[src/rtl/rtu_pkg.sv]
package rtu_pkg;
  localparam int CLK_SEL_W = 2;
  localparam int NUM_CLK   = 1 << CLK_SEL_W;
  localparam int MODE_W    = 4 + CLK_SEL_W;

  typedef enum logic [1:0] {
    MD_TIMER = 2'b00,
    MD_EVENT = 2'b01,
    MD_PULSE = 2'b10,
    MD_RSVD  = 2'b11
  } rtuMode_e;

  typedef struct packed {
    logic down;
    logic up;
    logic reloadCnt;
    logic capture;
    logic tickNow;
    logic setOvf;
    logic clrOvf;
    logic wrLo;
    logic wrHi;
    logic loadCnt;
    logic showCap;
  } rtuStrobe_t;
endpackage

[src/rtl/rtu_ctrl.sv]
module rtu_ctrl
  import rtu_pkg::*;
#(
  parameter int SYNC_STAGES = 2
) (
  input  logic              clk,
  input  logic              rstN,
  input  logic              wrMode,
  input  logic              wrLo,
  input  logic              wrHi,
  input  logic              wrStart,
  input  logic              startVal,
  input  logic [MODE_W-1:0] modeIn,
  input  logic [NUM_CLK-1:0] clkEn,
  input  logic              extIn,
  input  logic              nbrUf,
  input  logic              cntZero,
  input  logic              cntMax,
  output rtuStrobe_t        strb,
  output logic              irq,
  output logic              adc
);
  logic [MODE_W-1:0] modeReg;
  logic startBit, busy, pinPrev;
  logic [SYNC_STAGES-1:0] syncQ;

  rtuMode_e mode;
  logic variantBit, altBit;
  logic [CLK_SEL_W-1:0] clkSel;
  logic tickNow, pinNow, riseEdge, fallEdge, measEdge, evtSrc;
  logic isTimer, isTrig, isEvt, isPulse;
  logic running, countEvt, underflow, trigDone, startRise;

  assign mode       = rtuMode_e'(modeReg[1:0]);
  assign variantBit = modeReg[2];
  assign altBit     = modeReg[3];
  assign clkSel     = modeReg[MODE_W-1 -: CLK_SEL_W];

  always_comb begin
    tickNow  = clkEn[clkSel];
    pinNow   = syncQ[SYNC_STAGES-1];
    riseEdge = pinNow & ~pinPrev;
    fallEdge = ~pinNow & pinPrev;
    measEdge = altBit ? (riseEdge | fallEdge) : (variantBit ? fallEdge : riseEdge);
    evtSrc   = altBit ? nbrUf : (variantBit ? fallEdge : riseEdge);

    isTimer  = (mode == MD_TIMER) && !variantBit;
    isTrig   = (mode == MD_TIMER) && variantBit;
    isEvt    = (mode == MD_EVENT);
    isPulse  = (mode == MD_PULSE);

    running   = startBit && (!isTrig || busy);
    countEvt  = isEvt ? evtSrc : tickNow;
    underflow = running && (isTimer || isEvt) && countEvt && cntZero;
    trigDone  = running && isTrig && countEvt && cntZero;
    startRise = wrStart && startVal && !startBit;

    strb.down      = running && (isTimer || isEvt || isTrig) && countEvt && !cntZero;
    strb.reloadCnt = underflow || (startRise && isTrig);
    strb.capture   = running && isPulse && measEdge;
    strb.tickNow   = tickNow;
    strb.up        = running && isPulse && tickNow && !measEdge;
    strb.setOvf    = running && isPulse && tickNow && !measEdge && cntMax;
    strb.clrOvf    = wrMode;
    strb.wrLo      = wrLo;
    strb.wrHi      = wrHi;
    strb.loadCnt   = !running && !isPulse && (wrLo || wrHi);
    strb.showCap   = isPulse;
  end

  always_ff @(posedge clk or negedge rstN) begin
    if (!rstN) begin
      modeReg  <= '0;
      startBit <= 1'b0;
      busy     <= 1'b0;
      syncQ    <= '0;
      pinPrev  <= 1'b0;
      irq      <= 1'b0;
      adc      <= 1'b0;
    end else begin
      if (wrMode) modeReg <= modeIn;
      if (wrStart) startBit <= startVal;
      if (wrStart && !startVal)    busy <= 1'b0;
      else if (startRise && isTrig) busy <= 1'b1;
      else if (trigDone)           busy <= 1'b0;
      syncQ   <= {syncQ[SYNC_STAGES-2:0], extIn};
      pinPrev <= pinNow;
      irq     <= underflow || trigDone || strb.capture;
      adc     <= trigDone;
    end
  end
endmodule

[src/rtl/rtu_datapath.sv]
module rtu_datapath
  import rtu_pkg::*;
#(
  parameter int CNT_W = 16
) (
  input  logic               clk,
  input  logic               rstN,
  input  rtuStrobe_t         strb,
  input  logic [CNT_W/2-1:0] wrByte,
  output logic [CNT_W-1:0]   readback,
  output logic               cntZero,
  output logic               cntMax,
  output logic               ovf
);
  localparam int HALF_W = CNT_W / 2;
  localparam logic [CNT_W-1:0] ONE = CNT_W'(1);

  logic [CNT_W-1:0] cnt, rel, nextRel, tickAdd;

  always_comb begin
    nextRel = rel;
    if (strb.wrLo) nextRel[HALF_W-1:0] = wrByte;
    if (strb.wrHi) nextRel[CNT_W-1:HALF_W] = wrByte;
    tickAdd = strb.tickNow ? ONE : '0;
  end

  always_ff @(posedge clk or negedge rstN) begin
    if (!rstN) begin
      cnt <= '0;
      rel <= '0;
      ovf <= 1'b0;
    end else begin
      if (strb.capture) begin
        rel <= cnt + tickAdd;
        cnt <= '0;
      end else begin
        rel <= nextRel;
        if (strb.loadCnt)        cnt <= nextRel;
        else if (strb.reloadCnt) cnt <= rel;
        else if (strb.down)      cnt <= cnt - ONE;
        else if (strb.up)        cnt <= cnt + ONE;
      end
      if (strb.clrOvf)      ovf <= 1'b0;
      else if (strb.setOvf) ovf <= 1'b1;
    end
  end

  assign readback = strb.showCap ? rel : cnt;
  assign cntZero  = (cnt == '0);
  assign cntMax   = &cnt;
endmodule

[src/rtl/rtu_channel.sv]
module rtu_channel
  import rtu_pkg::*;
#(
  parameter int CNT_W       = 16,
  parameter int SYNC_STAGES = 2
) (
  input  logic               clk,
  input  logic               rstN,
  input  logic               wrMode,
  input  logic               wrLo,
  input  logic               wrHi,
  input  logic               wrStart,
  input  logic               startVal,
  input  logic [CNT_W/2-1:0] wrByte,
  input  logic [NUM_CLK-1:0] clkEn,
  input  logic               extIn,
  input  logic               nbrUf,
  output logic [CNT_W-1:0]   readback,
  output logic               irq,
  output logic               adc,
  output logic               ovf
);
  rtuStrobe_t strb;
  logic cntZero, cntMax;

  rtu_ctrl #(.SYNC_STAGES(SYNC_STAGES)) ctrl_i (
    .clk(clk), .rstN(rstN), .wrMode(wrMode), .wrLo(wrLo), .wrHi(wrHi),
    .wrStart(wrStart), .startVal(startVal), .modeIn(wrByte[MODE_W-1:0]),
    .clkEn(clkEn), .extIn(extIn), .nbrUf(nbrUf), .cntZero(cntZero),
    .cntMax(cntMax), .strb(strb), .irq(irq), .adc(adc)
  );

  rtu_datapath #(.CNT_W(CNT_W)) dp_i (
    .clk(clk), .rstN(rstN), .strb(strb), .wrByte(wrByte),
    .readback(readback), .cntZero(cntZero), .cntMax(cntMax), .ovf(ovf)
  );
endmodule

[src/rtl/ring_timer_unit.sv]
module ring_timer_unit
  import rtu_pkg::*;
#(
  parameter int NUM_TMR     = 3,
  parameter int CNT_W       = 16,
  parameter int SYNC_STAGES = 2
) (
  input  logic                       clk,
  input  logic                       rstN,
  input  logic                       wrEn,
  input  logic [$clog2(NUM_TMR)-1:0] wrChan,
  input  logic [1:0]                 wrReg,
  input  logic [CNT_W/2-1:0]         wrData,
  input  logic [NUM_CLK-1:0]         clkEn,
  input  logic [NUM_TMR-1:0]         extIn,
  output logic [NUM_TMR*CNT_W-1:0]   cntOut,
  output logic [NUM_TMR-1:0]         ovfFlag,
  output logic [NUM_TMR-1:0]         irqOut,
  output logic [NUM_TMR-1:0]         adcStart
);
  localparam int CH_W = $clog2(NUM_TMR);

  logic wrStart;
  assign wrStart = wrEn && (wrReg == 2'd3);

  for (genvar i = 0; i < NUM_TMR; i++) begin : g_ch
    localparam int NBR = (i + NUM_TMR - 1) % NUM_TMR;
    logic hit;
    assign hit = wrEn && (wrChan == CH_W'(i));

    rtu_channel #(.CNT_W(CNT_W), .SYNC_STAGES(SYNC_STAGES)) ch_i (
      .clk(clk), .rstN(rstN),
      .wrMode(hit && (wrReg == 2'd0)),
      .wrLo(hit && (wrReg == 2'd1)),
      .wrHi(hit && (wrReg == 2'd2)),
      .wrStart(wrStart), .startVal(wrData[i]), .wrByte(wrData),
      .clkEn(clkEn), .extIn(extIn[i]), .nbrUf(irqOut[NBR]),
      .readback(cntOut[i*CNT_W +: CNT_W]), .irq(irqOut[i]),
      .adc(adcStart[i]), .ovf(ovfFlag[i])
    );
  end
endmodule

[config.mk]
export PLATFORM = sky130hd
export DESIGN_NAME = ring_timer_unit
export DESIGN_NICKNAME = d
export VERILOG_FILES = /design/src/rtl/rtu_pkg.sv /design/src/rtl/rtu_ctrl.sv /design/src/rtl/rtu_datapath.sv /design/src/rtl/rtu_channel.sv /design/src/rtl/ring_timer_unit.sv
export SDC_FILE = /design/constraint.sdc
export NUM_CORES = 1
export LEC_CHECK = 0
export ABC_AREA = 0
export ABC_CLOCK_PERIOD_IN_PS = 9300
export BUFFER_PORTS_ARGS = -buffer_cell sky130_fd_sc_hd__buf_2
export CORE_UTILIZATION = 24
export DETAILED_ROUTE_END_ITERATION = 6
export GPL_TIMING_DRIVEN = 0
export PLACE_DENSITY = 0.42
export SLEW_MARGIN = 10
export SYNTH_ARGS = -nofsm -noshare
export SYNTH_HDL_FRONTEND = slang
export SYNTH_SLANG_ARGS = --single-unit
[constraint.sdc]
create_clock -name clk -period 9.3 [get_ports clk]
set_clock_uncertainty 0.15 [all_clocks]
set_input_delay 2.79 -clock clk [delete_from_list [all_inputs] [get_ports clk]]
set_output_delay 2.79 -clock clk [all_outputs]
set_load 0.1 [all_outputs]
Word-level counts from Yosys, hierarchy flattened. Cells that the tools add are included.

Bits in registers: 138. Output and inout port bits: 57. Input port bits: 22.

Order comparisons: 3. Add/sub/neg operators: 9. Mux-type cells: 63. Bitwise operators: 15. Equality and inequality tests: 11. Reductions and logical operators: 147.

Operators by type and width (number): $mux W16 (21); $logic_and A1 B1 Y1 (82); $add A16 B1 Y16 const B (3); $add A16 B16 Y16 (3); $logic_not A16 Y1 (3); $mux W8 (6); $reduce_and A16 Y1 (3); $sub A16 B1 Y16 const B (3); $mux W1 (33); $logic_not A1 Y1 (24); $logic_or A1 B1 Y1 (21); $reduce_bool A5 Y1 (3); $eq A2 B2 Y1 const B (6); $eq A2 B1 Y1 const B (5); $logic_not A2 Y1 (5); $lt A2 B3 Y1 const B (3); $reduce_bool A3 Y1 (3); $and A1 B1 Y1 (6); $bmux W1 S2 (3); $not A1 Y1 (6); $reduce_bool A2 Y1 (3); $or A1 B1 Y1 (3).

Longest topological paths before layout.
Depth after elaboration: 13. Mapped depth: 17. Depth with buffers taken out: 17.

Cells and area by module. A second synthesis with hierarchy kept.

Cells, all modules: 1216. Area, all modules: 10958.0 um^2.

Modules (own cells, without submodules): rtu_datapath at g_ch[1].ch_i.dp_i ... (seq. area each 825.8 um^2, cells an instance 334, times used 2, area each 2920.3 um^2); rtu_datapath at g_ch[0].ch_i.dp_i (seq. area each 825.8 um^2, cells an instance 341, times used 1, area each 2921.6 um^2); rtu_ctrl (seq. area each 325.3 um^2, cells an instance 64, times used 3, area each 703.2 um^2); ring_timer_unit (seq. area each 0.0 um^2, cells an instance 15, times used 1, area each 86.3 um^2).

Worst setup path before layout. OpenSTA, ideal clock, no wires.

Path kind: input to register. Start point: in clkEn[1]. End point: reg g_ch[1].ch_i.dp_i.cnt[13]. Setup slack: 2.715 ns. Buffers on the path: 0. Setup time: 0.083 ns. Cell stages on the path: 14. Arrival: 6.352 ns. Cells stage by stage: mux4_2 > nand2b_1 > a21oi_1 > nor2b_1 > nor2b_1 > ha_1 > a211o_1 > a2111oi_0 > o211a_1 > nor2_1 > a21oi_1 > mux2i_1 > a21oi_1 > o21ai_0.

Longest elaborated chain between the ends: 9. Elaborated cells between the ends (all ways): 15.

RTL lines: from (decl) (line ring_timer_unit.sv:14) `input logic [NUM_CLK-1:0] clkEn,`; $bmux W1 S2 (*) (line rtu_ctrl.sv:40) `tickNow = clkEn[clkSel];`; $mux W1 (not written as such) (*) (line rtu_ctrl.sv:40); $mux W1 (line rtu_ctrl.sv:53) `countEvt = isEvt ? evtSrc : tickNow;`; $logic_and A1 B1 Y1, on equally long branches (2 in a row) (line rtu_ctrl.sv:58, rtu_ctrl.sv:54); $mux W16 / $logic_or A1 B1 Y1 (equally long branches) (line rtu_datapath.sv:40, rtu_ctrl.sv:59); $mux W16 (line rtu_datapath.sv:39) `else if (strb.reloadCnt) cnt <= rel;`; $mux W16 (line rtu_datapath.sv:38) `if (strb.loadCnt) cnt <= nextRel;`; $mux W16 (line rtu_datapath.sv:33) `if (strb.capture) begin`; to (signal assigned) (line rtu_datapath.sv:38); to (signal assigned) (line rtu_datapath.sv:39); to (signal assigned) (line rtu_datapath.sv:40) `else if (strb.down) cnt <= cnt - ONE;`; to (decl) (line rtu_datapath.sv:18) `logic [CNT_W-1:0] cnt, rel, nextRel, tickAdd;`.

Every way passes the cells marked *; elsewhere a longest branch is shown, timed or not. The select of a mux whose other input is x is not followed. A chain may end at the register's enable or synchronous reset.

Final worst setup path.
Start point: in clkEn[1]. End point: reg g_ch[1].ch_i.dp_i.cnt[11].

The elaborated chain is that of the path after synthesis.

==> impl_metrics.ini <==
[placement]
gp_congestion = 0.813
io_buffers = 73
hpwl_um = 28700

[cells_and_area]
layout_commonest_cell = nand2_1
fin_nets = 1416
areaGrowthSynthToFinish_pct = 16.5
multiInputGateArea_sq_um = 6860
fillers = 4765
final_util = 0.283
drive_gt1_frac = 0.156
final_cell_mix = nand2_1, dfrtp_1, nor2_1, o21ai_0, buf_2
diodes = 0
ff_latch_area_sq_um = 3450

[clock_tree]
clk_pin_slew_ps = 70
ctsLongestPathBuffers = 2
cts-hold-fix-buffers = 0
cts_sinks = 138
cts_root_buffer = clkbuf_16
post_cts_buffers = 0
htree_levels = 4
cts_resized = 0
numCtsBuffers = 17
clock_latency_ps = 440
cts_tree = built

[global_route]
grt_first_pass_wirelength_um = 58600
grt_start_max_net_pins = 99
grtUsageTotal = 0.171
grt_pass1_vias = 9653
antenna_found_initial = 0
gr-total-overflow = 0

[floorplan]
die-area_sq_um = 45700
initial_core_util = 0.243
chipWidth_um = 214
fp-row-count = 77
dieHeight_um = 214
io_pins = 79
core_area_sq_um = 44200

[synth]
synth_seq_area_share = 0.321
syn-num-nets = 1322
ys_ff_latch = 138
synth.distinct_cells = 83
synth_cells = 1243
synth_warnings = 0
synth-main-ff-cell = dfrtp_1
mappedNetlistArea_sq_um = 10800
postSynth.asyncResetShare = 1.00
syn_area_per_cell_sq_um = 8.65
synth_edf_count = 0

[drt]
antenna_left = 0
drt_iter0_markers = 616
vias_per_cell = 4.97
first_pass_iters = 5
routed_wl_um = 38200
vias = 9659
drcViolationCount = 0
post_drt_wl_per_cell_um = 19.7

[critical_path]
endpoint_kind = flip-flop
cp.required_ps = 9520
arrival_ps = 7000
cp_max_fo = 10
start_kind = input pin
path_class = in -> reg

[worst_hold_path]
hold_path.class = reg -> reg

[run_status]
outcome = finished clean

[timing]
worst_pin_slew_ps = 966
slew_headroom = 0.356
rsz0062_at_grt = false
setup_viol = 0
finalMaxSlewViolations = 0
fin_crit_sh = 0.730
finalSetupTns_ps = 0
finalWorstPathRequiredPeriod_ps = 6790
fmax_ghz = 0.147
hold_violations = 0

[power_and_ir_drop]
power.density_nw_per_um2 = 341
leakagePower_uw = 0.00551
ir_drop_v = 0.000207

[flow_run]
maxCapViolCount = 0
registers in the layout, summed over array words and instances (netlist names):
register,count
g_ch.ch_i.ctrl_i.startBit,3
g_ch.ch_i.dp_i.cnt,48
g_ch.ch_i.ctrl_i.syncQ,6
g_ch.ch_i.ctrl_i.modeReg,18
g_ch.ch_i.ctrl_i.pinPrev,3
g_ch.ch_i.dp_i.ovf,3
g_ch.ch_i.dp_i.rel,48
g_ch.ch_i.ctrl_i.irq,3
g_ch.ch_i.ctrl_i.busy,3
g_ch.ch_i.ctrl_i.adc,3
metal layers:
layer | GRT usage | part of all wire | wire, um
met1 | 0.230 | 0.48 | 18300
met2 | 0.280 | 0.47 | 17800
met3 | 0.0286 | 0.037 | 1410
met4 | 0.0495 | 0.020 | 752
met5 | 0 | 0 | 0
logic make-up after synthesis:
logic type / after synthesis / synth area share
buf+inv: 99 / 0.0409
flops: 138 / 0.321
compound gates: 330 / 0.208
fa+ha+maj: 57 / 0.0684
mux: 104 / 0.106
simple gates: 442 / 0.196
xor+xnor: 73 / 0.0594
report_power, final:
part	total, uW	leakage (uW)	internal (uW)	switching, uW
combinational	2400	0.00351	726	1670
sequential	1140	0.00171	819	323
clock	734	0.000298	430	304
total	4270	0.00551	1970	2300
worst max-delay path, cell delays in order:
cell and delay, ps:
buf_2 100, mux4_2 320, nand2b_1 70, a21oi_1 190
nor2b_1 270, nor2b_2 520, buf_6 230, ha_1 250
a211o_1 330, a2111oi_0 760, o211a_1 300, nor2_1 80
xnor2_1 320, mux2i_1 130, mux2i_1 170, a22o_1 150
Yosys cell counts, drive strengths merged, types with 4 or more instances:
master   count  area (sq um)
nand3b       4          30.0
mux2        48           541
nor3        19          95.1
o31ai       13           113
nor2b       15          93.8
and3        15          93.8
ha          54           676
clkbuf      47           176
o21ai       96           484
or3          9          56.3
o211ai       9          72.6
o221ai      22           199
a211oi      19           170
xnor2       53           464
and2        12          75.1
a21o        26           195
nor4        16           100
o21a        13          97.6
nand3       37           185
a21oi       80           408
inv         26           100
mux2i       53           531
nor2       104           398
or2          7          43.8
nand2b      24           165
nand4       10          62.6
o22ai        9          56.3
nand2      157           589
a2111oi      5          70.1
xor2        20           175
dfrtp      138          3450
o21bai       5          37.5
buf         26           164
and4         7          61.3
through the flow:
stage               setup WS, ps  std cells  instance area (sq um)  hold slack [ps]  total power (uW)
floorplan                   2720       1243                  10800              181              3010
global placement            1320       1908                  11900              182              3530
detailed placement          2090       1910                  11900              186              3540
CTS                         2530       1942                  12500              200              4300
global route                2240       1942                  12500              208              4550
finish                      2510       1942                  12500              194              4270
final cells by class:
type,instances,area share
inverter,26,0.00799
tap,592,0.0591
multi-input combinational,1006,0.548
clock inverter,14,0.0150
sequential,138,0.276
clock buffer,18,0.0343
buffer,73,0.0272
timing repair buffer,75,0.0331
path summary, 6_finish.rpt:
| path | startpoint | end | slack [ps] | depth (start not counted) |
|---|---|---|---|---|
| setup / recovery | clkEn[1] | g_ch[1].ch_i.dp_i.cnt[11] | 2510 | 16 |
| setup reg to reg | g_ch[1].ch_i.ctrl_i.pinPrev | g_ch[1].ch_i.dp_i.cnt[11] | 4400 | 17 |
| hold reg to reg | g_ch[1].ch_i.ctrl_i.syncQ[0] | g_ch[1].ch_i.ctrl_i.syncQ[1] | 190 | 0 |
| min in group asynchronous | rstN | g_ch[2].ch_i.dp_i.cnt[5] | 2090 | 1 |
| hold / removal | g_ch[1].ch_i.ctrl_i.syncQ[0] | g_ch[1].ch_i.ctrl_i.syncQ[1] | 190 | 0 |
| max in group asynchronous | rstN | g_ch[1].ch_i.dp_i.cnt[15] | 6070 | 2 |
(Power assumes the default switching activity.)
